==> src/rtl/tmdsdec_pkg.sv <==
package tmdsdec_pkg;
  localparam int CharW = 10;
  localparam int DataW = 8;
  localparam int NumCh = 3;
  localparam int CodeW = 2;
  localparam int PixW  = DataW * NumCh;

  typedef logic [CharW-1:0] char_t;
  typedef logic [DataW-1:0] data_t;
  typedef logic [CodeW-1:0] code_t;

  localparam char_t CtlChar00 = 10'h354;
  localparam char_t CtlChar01 = 10'h0AB;
  localparam char_t CtlChar10 = 10'h154;
  localparam char_t CtlChar11 = 10'h2AB;

  // Strobes from the control side to the datapath registers.
  typedef struct packed {
    logic loadPixel;  // active video: capture decoded colours
    logic loadSync;   // blanking: capture sync pair from channel 0
    logic loadCtlLo;  // blanking and channel 1 carries a control char
    logic loadCtlHi;  // blanking and channel 2 carries a control char
  } strobe_t;

  function automatic logic isCtlChar(char_t c);
    return (c == CtlChar00) || (c == CtlChar01) ||
           (c == CtlChar10) || (c == CtlChar11);
  endfunction

  function automatic code_t ctlCode(char_t c);
    code_t v;
    case (c)
      CtlChar01: v = 2'b01;
      CtlChar10: v = 2'b10;
      CtlChar11: v = 2'b11;
      default:   v = 2'b00;
    endcase
    return v;
  endfunction

  function automatic data_t decodeData(char_t c);
    data_t m;
    data_t d;
    m = c[CharW-1] ? ~c[DataW-1:0] : c[DataW-1:0];
    d[0] = m[0];
    for (int i = 1; i < DataW; i++) begin
      d[i] = c[DataW] ? (m[i] ^ m[i-1]) : ~(m[i] ^ m[i-1]);
    end
    return d;
  endfunction
endpackage

==> src/rtl/tmdsdec_ctrl.sv <==
module tmdsdec_ctrl
  import tmdsdec_pkg::*;
(
  input  logic [NumCh-1:0][CharW-1:0] chars,
  output logic [NumCh-1:0]            isCtl,
  output strobe_t                     strobes
);
  for (genvar g = 0; g < NumCh; g++) begin : g_classify
    assign isCtl[g] = isCtlChar(chars[g]);
  end

  // Channel 0 alone decides between active video and blanking.
  always_comb begin
    strobes.loadPixel = !isCtl[0];
    strobes.loadSync  = isCtl[0];
    strobes.loadCtlLo = isCtl[0] && isCtl[1];
    strobes.loadCtlHi = isCtl[0] && isCtl[2];
  end
endmodule

==> src/rtl/tmdsdec_datapath.sv <==
module tmdsdec_datapath
  import tmdsdec_pkg::*;
(
  input  logic                        clk,
  input  logic                        rstN,
  input  logic [NumCh-1:0][CharW-1:0] chars,
  input  logic [NumCh-1:0]            isCtl,
  input  strobe_t                     strobes,
  output logic [PixW-1:0]             pixelRgb,
  output logic                        dataEn,
  output logic                        hsyncOut,
  output logic                        vsyncOut,
  output logic [2:0]                  ctlOut
);
  logic [PixW-1:0]        pixNext;
  logic [NumCh-1:0][CodeW-1:0] codes;

  for (genvar g = 0; g < NumCh; g++) begin : g_lane
    assign pixNext[g*DataW +: DataW] = decodeData(chars[g]);
    assign codes[g] = ctlCode(chars[g]);
  end

  always_ff @(posedge clk or negedge rstN) begin
    if (!rstN) begin
      pixelRgb <= '0;
      dataEn   <= 1'b0;
      hsyncOut <= 1'b0;
      vsyncOut <= 1'b0;
      ctlOut   <= '0;
    end else begin
      dataEn   <= strobes.loadPixel;
      pixelRgb <= strobes.loadPixel ? pixNext : '0;
      if (strobes.loadSync) begin
        hsyncOut <= codes[0][0];
        vsyncOut <= codes[0][1];
      end
      if (strobes.loadCtlLo) ctlOut[0]   <= codes[1][0];
      if (strobes.loadCtlHi) ctlOut[2:1] <= codes[2];
    end
  end

  a_r4_pixel_blank: assert property (@(posedge clk) disable iff (!rstN)
    !dataEn |-> (pixelRgb == '0));

  a_r7_sync_hold: assert property (@(posedge clk) disable iff (!rstN)
    dataEn |-> $stable({hsyncOut, vsyncOut, ctlOut}));

  a_r8_ctl1_hold: assert property (@(posedge clk) disable iff (!rstN)
    (isCtl[0] && !isCtl[1]) |=> $stable(ctlOut[0]));

  a_r8_ctl23_hold: assert property (@(posedge clk) disable iff (!rstN)
    (isCtl[0] && !isCtl[2]) |=> $stable(ctlOut[2:1]));
endmodule

==> src/rtl/tmds_char_decoder.sv <==
module tmds_char_decoder
  import tmdsdec_pkg::*;
(
  input  logic             clk,
  input  logic             rstN,
  input  logic [CharW-1:0] blueChar,
  input  logic [CharW-1:0] greenChar,
  input  logic [CharW-1:0] redChar,
  output logic [PixW-1:0]  pixelRgb,
  output logic             dataEn,
  output logic             hsyncOut,
  output logic             vsyncOut,
  output logic [2:0]       ctlOut
);
  logic [NumCh-1:0][CharW-1:0] chars;
  logic [NumCh-1:0]            isCtl;
  strobe_t                     strobes;

  assign chars = {redChar, greenChar, blueChar};

  tmdsdec_ctrl u_ctrl (
    .chars   (chars),
    .isCtl   (isCtl),
    .strobes (strobes)
  );

  tmdsdec_datapath u_dp (
    .clk      (clk),
    .rstN     (rstN),
    .chars    (chars),
    .isCtl    (isCtl),
    .strobes  (strobes),
    .pixelRgb (pixelRgb),
    .dataEn   (dataEn),
    .hsyncOut (hsyncOut),
    .vsyncOut (vsyncOut),
    .ctlOut   (ctlOut)
  );

  a_r3_de_rise: assert property (@(posedge clk) disable iff (!rstN)
    !isCtlChar(blueChar) |=> dataEn);

  a_r3_de_fall: assert property (@(posedge clk) disable iff (!rstN)
    isCtlChar(blueChar) |=> !dataEn);

  a_r5_both_sync: assert property (@(posedge clk) disable iff (!rstN)
    (blueChar == CtlChar11) |=> (hsyncOut && vsyncOut));

  a_r5_no_sync: assert property (@(posedge clk) disable iff (!rstN)
    (blueChar == CtlChar00) |=> (!hsyncOut && !vsyncOut));
endmodule

==> config.mk <==
export PLATFORM = sky130hd
export DESIGN_NAME = tmds_char_decoder
export DESIGN_NICKNAME = d
export VERILOG_FILES = /design/src/rtl/tmdsdec_pkg.sv /design/src/rtl/tmdsdec_ctrl.sv /design/src/rtl/tmdsdec_datapath.sv /design/src/rtl/tmds_char_decoder.sv
export SDC_FILE = /design/constraint.sdc
export NUM_CORES = 1
export LEC_CHECK = 0
export BUFFER_PORTS_ARGS = -buffer_cell sky130_fd_sc_hd__buf_2
export CELL_PAD_IN_SITES_DETAIL_PLACEMENT = 1
export CELL_PAD_IN_SITES_GLOBAL_PLACEMENT = 2
export CORE_MARGIN = 1.5
export CORE_UTILIZATION = 26
export DETAILED_ROUTE_END_ITERATION = 8
export MAX_ROUTING_LAYER = met4
export PLACE_DENSITY_LB_ADDON = 0.1
export SLEW_MARGIN = 10
export SYNTH_ARGS = -nofsm -noshare
export SYNTH_HDL_FRONTEND = slang
export SYNTH_SLANG_ARGS = --single-unit
==> constraint.sdc <==
create_clock -name clk -period 0.9 [get_ports clk]
set_clock_uncertainty 0.15 [all_clocks]
set_input_delay 0.045 -clock clk [delete_from_list [all_inputs] [get_ports clk]]
set_output_delay 0.045 -clock clk [all_outputs]
set_load 0.005 [all_outputs]
==> results_dict.tcl, run 1 <==
set metrics [dict create \
    outcome "complete, but fails checks" \
    violations "hold timing, setup timing" \
    final.min_clock_period_ps 1220 \
    synth_top_cells_by_area "dfrtp_1 47%, xnor2_1 18%, ha_1 6.3%" \
    synth_cell_type_count 30 \
    die_x_um 81.0 \
    ys_ff_latch 30 \
    rsz0062_at_grt "true" \
    worstPathRequired_ps 960 \
    cts_root_buf "clkbuf_8" \
    wl_per_cell_um 12.5 \
    totalPowerFinal_mw 4.35 \
    min_delay_worst_endpoint "u_dp.pixelRgb[8]" \
    drt_pass1_iterations 4 \
    drv_slew 0 \
    htreeDepth 2 \
    antenna_found_initial 0 \
    cts_tree "built" \
    ant_nets 0 \
    insertion_delay_ps 280 \
    grt_pass1_vias 1547 \
    drcViolationCount 0 \
    drt_wl_total_mm 4.24 \
    cts_buffers 5 \
    setup_violations 60 \
    timing.rr.end "u_dp.vsyncOut" \
    path_cells "buf_12, inv_12, ha_4, nand2_2, or4_4, buf_6, a21oi_2, nand4b_1" \
    cellPowerDensity_mw_per_mm2 1530 \
    worstReg2RegStart "u_dp.vsyncOut" \
    grt_pass1_wl_mm 6.83 \
    rows 28 \
    grt_usage 0.144 \
    maxCapViolations 0 \
    cp.arrival_ps 1280 \
    cpPeakStageDelay_ps 540 \
    grt_overflow_total 0 \
    avgSynthCellArea_um2 10.6 \
    fmax_mhz 822 \
    hold_path_depth 3 \
    peakVddDrop_mv 0.705 \
    core-area_mm2 0.00589 \
    worstPathMaxFanout 3 \
    io_pins 62 \
    syn_area_mm2 0.00158 \
    hold_violations 3 \
    synth_cells 150 \
    placed_area_mm2 0.00234 \
    period_share 1.35 \
    syn-num-nets 190 \
    clkSinkCount 30 \
    hp-class "primary input to flip-flop" \
    die-area_mm2 0.00656 \
    netlist.top_cell.by_area "dfrtp_1" \
    setup_tns_ps -10310 \
    slew_headroom 0.775 \
    start_util 0.269 \
    worstSetupEndpointType "flip-flop" \
    hp-start "greenChar[9]" \
    hold_ws_ps -63.5 \
    cpMaxStageDelayCell "or4_4" \
    via_count 1439 \
    layout-drive-gt1-share 0.623 \
    cts_buffer_depth 2 \
    cp-start-kind "primary input" \
    die_h_um 81.0 \
    ys_warn_count 0 \
    nets 304 \
    final_area_mm2 0.00285 \
    worstRegToRegCells 3 \
    setup_ws_ps -317 \
    dp_hpwl_mm 3.35 \
    path_clk_slew_ps 70 \
    grt_max_degree 31 \
    gp_congestion 0.746 \
    worstMarginPinSlew_ps 333 \
    drtIter0Drc 21 \
    reg2reg_slack_ps -220 \
    num_antenna_cells 0 \
    port_buffers 61 \
    syn_to_final_growth_pct 79.8 \
    ys_seq_area_frac 0.474 \
    p_leak_nw 1.28 \
    avgViaCountPerCell 4.23 \
    hold_buffers 2 \
    synth_top_area_frac 0.474 \
    crit_type "primary input to flip-flop" \
]
stage by stage:
stage               cells  setup slack (ps)  utilization
CTS                   336              -322        0.463
global placement      323              -699        0.398
floorplan             150              -481            -
finish                340              -317        0.483
global route          340              -366        0.483
detailed placement    323              -742        0.398
state kept, by name, indices dropped and copies added, names as in the netlist:
signal	cells
u_dp.pixelRgb	24
u_dp.ctlOut	3
u_dp.dataEn	1
u_dp.hsyncOut	1
u_dp.vsyncOut	1
cell families after synthesis:
| family | synth area share |
|---|---|
| adder cells (fa/ha/maj) | 0.0632 |
| AO/OA/AOI/OAI | 0.0403 |
| XOR/XNOR | 0.194 |
| AND/OR/NAND/NOR | 0.178 |
| buffers and inverters | 0.0506 |
| flip-flops | 0.474 |
timing repair:
| action | CTS | global route |
|---|---|---|
| endpoints found under the hold margin | 36 | 4 |
| setup buffers | 3 | 5 |
| pin swaps | 27 | 7 |
| gates resized for setup | 52 | 24 |
| endpoints found under the setup margin | 60 | 60 |
| gates cloned | 0 | 0 |
cells in the final DEF, fill, tap and decap left out, types with 2 or more instances in the layout:
master	instances
a21oi_2	2
buf_12	5
buf_2	57
buf_4	43
buf_6	6
bufinv_16	2
clkbuf_8	6
dfrtp_1	30
dlygate4sd3_1	2
ha_1	6
ha_4	2
inv_1	6
nand2_1	3
nand2_2	3
nand3_1	2
nand4b_1	2
nand4bb_1	2
nor2_2	7
nor2_4	17
nor4bb_1	2
o21ai_2	2
xnor2_1	33
xor2_1	2
where the power goes:
| group | internal (mW) | switching (mW) |
|---|---|---|
| sequential | 1.52 | 0.0489 |
| combinational | 0.617 | 0.474 |
| clock | 1.18 | 0.510 |
cells in the mapped netlist, drive strengths merged:
master / number
nor2: 25
a22o: 1
o21ai: 3
o2bb2ai: 1
nand2: 7
and4b: 1
nor4bb: 3
nor2b: 1
and3: 1
a21oi: 3
nand4bb: 2
nand4b: 2
nand3b: 1
nor3: 1
xnor2: 33
xor2: 2
a2bb2oi: 1
nor4: 2
clkbuf: 2
ha: 8
nand3: 4
nor4b: 1
dfrtp: 30
inv: 9
a211oi: 1
buf: 4
or4: 1
final cells by class:
class                           instances  area (um^2)
Fill cell                             642         3040
Multi-Input combinational cell        105         1010
Timing Repair Buffer                  113          796
Sequential cell                        30          751
Tap cell                               75         93.8
Clock buffer                            6         82.6
Clock inverter                          2         60.1
Inverter                                9         48.8
critical path: cells and delay by family:
family	cells	cell delay, ps
AOI/OAI and AO/OA	1	110
and+or+nand+nor	3	700
buffers and inverters	3	310
adders and majority gates	1	110
worst max-delay path by stage:
stage                     end  depth (start not counted)         from  slack (ps)
3_5_place_dp   u_dp.ctlOut[2]                          8  blueChar[4]        -740
5_1_grt        u_dp.ctlOut[2]                          8  blueChar[4]        -370
4_1_cts        u_dp.ctlOut[2]                          8  blueChar[4]        -320
2_1_floorplan   u_dp.vsyncOut                          7  blueChar[4]        -480
6_report       u_dp.ctlOut[2]                          8  blueChar[4]        -320
3_3_place_gp   u_dp.ctlOut[2]                          8  blueChar[4]        -700
routing by layer:
| layer | GRT usage | part of all wire | wire length [um] | up-vias |
|---|---|---|---|---|
| met5 | - | 0 | 0 | - |
| met4 | 0.0466 | 0.011 | 48 | 0 |
| met3 | 0.0382 | 0.052 | 221 | 4 |
| met2 | 0.265 | 0.56 | 2370 | 37 |
| met1 | 0.147 | 0.38 | 1600 | 684 |
| li1 | - | - | - | 714 |
Note: power is estimated with default switching activity, not from simulation.
==> run 2: changes to the inputs <==
ABC_CLOCK_PERIOD_IN_PS = 900   (was not set)
CELL_PAD_IN_SITES_DETAIL_PLACEMENT = 0   (was 1)
CELL_PAD_IN_SITES_GLOBAL_PLACEMENT = 1   (was 2)
CORE_UTILIZATION = 32   (was 26)
==> results_dict.tcl, run 2 (same netlist as run 1, synthesis figures left out) <==
set metrics [dict create \
    largest_registers "u_dp.pixelRgb x24, u_dp.ctlOut x3" \
    top_register "u_dp.pixelRgb" \
    ant_nets 0 \
    cp-start-kind "primary input" \
    port_buffers 61 \
    drtIter0Drc 39 \
    path_cells "buf_12, inv_12, ha_4, nand2_2, or4_4, buf_6, a21oi_2, nand4b_1" \
    clkSinkCount 30 \
    gp_congestion 0.921 \
    die_x_um 73.3 \
    hold_ws_ps -70.6 \
    period_share 1.35 \
    worstPathRequired_ps 970 \
    cpMaxStageDelayCell "or4_4" \
    drcViolationCount 0 \
    hold_violations 4 \
    cts_buffer_depth 2 \
    slew_headroom 0.748 \
    cts_buffers 5 \
    path_clk_slew_ps 70 \
    rows 25 \
    violations "hold timing, setup timing" \
    final_util 0.542 \
    drt_pass1_iterations 3 \
    antenna_found_initial 0 \
    dp_hpwl_mm 2.88 \
    rsz0062_at_grt "true" \
    cts_tree "built" \
    cellPowerDensity_mw_per_mm2 1380 \
    cp.arrival_ps 1280 \
    final.min_clock_period_ps 1210 \
    wl_per_cell_um 11.9 \
    num_antenna_cells 0 \
    hold_buffers 3 \
    die_h_um 73.3 \
    htreeDepth 2 \
    worstMarginPinSlew_ps 374 \
    start_util 0.333 \
    p_leak_nw 1.22 \
    hold_path_depth 3 \
    hp-class "primary input to flip-flop" \
    setup_violations 60 \
    cpPeakStageDelay_ps 560 \
    grt_pass1_wl_mm 6.33 \
    largest_reg_flops 24 \
    grt_usage 0.160 \
    syn_to_final_growth_pct 62.8 \
    grt_overflow_total 0 \
    layout-drive-gt1-share 0.506 \
    drt_wl_total_mm 3.90 \
    final_common_cell "buf_2" \
    peakVddDrop_mv 0.471 \
    drv_slew 0 \
    grt_pass1_vias 1446 \
    setup_tns_ps -9730 \
    avgViaCountPerCell 4.30 \
    outcome "complete, but fails checks" \
    core-area_mm2 0.00475 \
    worstPathMaxFanout 4 \
    io_pins 62 \
    die-area_mm2 0.00538 \
    crit_type "primary input to flip-flop" \
    worstRegToRegCells 3 \
    final_cell_mix "57 x buf_2, 37 x buf_4, 33 x xnor2_1" \
    fmax_mhz 823 \
    grt_max_degree 31 \
    worstSetupEndpointType "flip-flop" \
    nets 300 \
    maxCapViolations 0 \
    insertion_delay_ps 280 \
    via_count 1412 \
    setup_ws_ps -315 \
    cts_root_buf "clkbuf_8" \
]
run 2: worst max-delay path: cells and delay by family:
family	cells	cell delay, ps
fa+ha+maj	1	110
simple gates	3	720
buf+inv	3	310
compound gates	1	90
run 2: timing repair:
| item | CTS | global route |
|---|---|---|
| resized for setup | 22 | 9 |
| cloned | 1 | 0 |
| endpoints found under the hold margin | 42 | 3 |
| setup buffers | 4 | 4 |
| pin swaps | 8 | 5 |
| setup endpoints to repair | 60 | 60 |
run 2: area by class of cell:
type,instances,area [um^2]
clock inverter,1,5.00
inverter,9,46.3
tap,67,83.8
clock buffer,7,86.3
multi-input combinational,106,862
fill,460,2180
timing repair buffer,108,743
sequential,30,751
run 2: power by group:
part	internal, mW	switching (mW)
clock	0.615	0.479
sequential	1.52	0.0470
combinational	0.511	0.388
run 2: routing by layer:
layer / GRT usage / wire [um] / vias up
met5: - / 0 / -
met4: 0.0679 / 89 / 0
met3: 0.0398 / 169 / 9
met2: 0.290 / 2120 / 36
met1: 0.164 / 1530 / 657
li1: - / - / 710
run 2: stage by stage:
stage / total power [mW] / worst slack, ps / instance area [um^2] / cells
after floorplan: 1.95 / -481 / 1620 / 150
after global placement: 2.41 / -749 / 2240 / 308
after detailed placement: 2.42 / -847 / 2240 / 308
after CTS: 3.60 / -339 / 2500 / 324
after global routing: 3.77 / -353 / 2580 / 328
final: 3.56 / -315 / 2580 / 328
run 2: final timing paths:
kind | slack, ps | from | end
max | -310 | blueChar[4] | u_dp.ctlOut[2]
min | -70 | redChar[9] | u_dp.pixelRgb[16]
max reg2reg | -180 | u_dp.ctlOut[2] | u_dp.ctlOut[2]
min reg2reg | 370 | u_dp.ctlOut[0] | u_dp.ctlOut[0]
max in group asynchronous | 340 | rstN | u_dp.pixelRgb[11]
min in group asynchronous | 90 | rstN | u_dp.dataEn
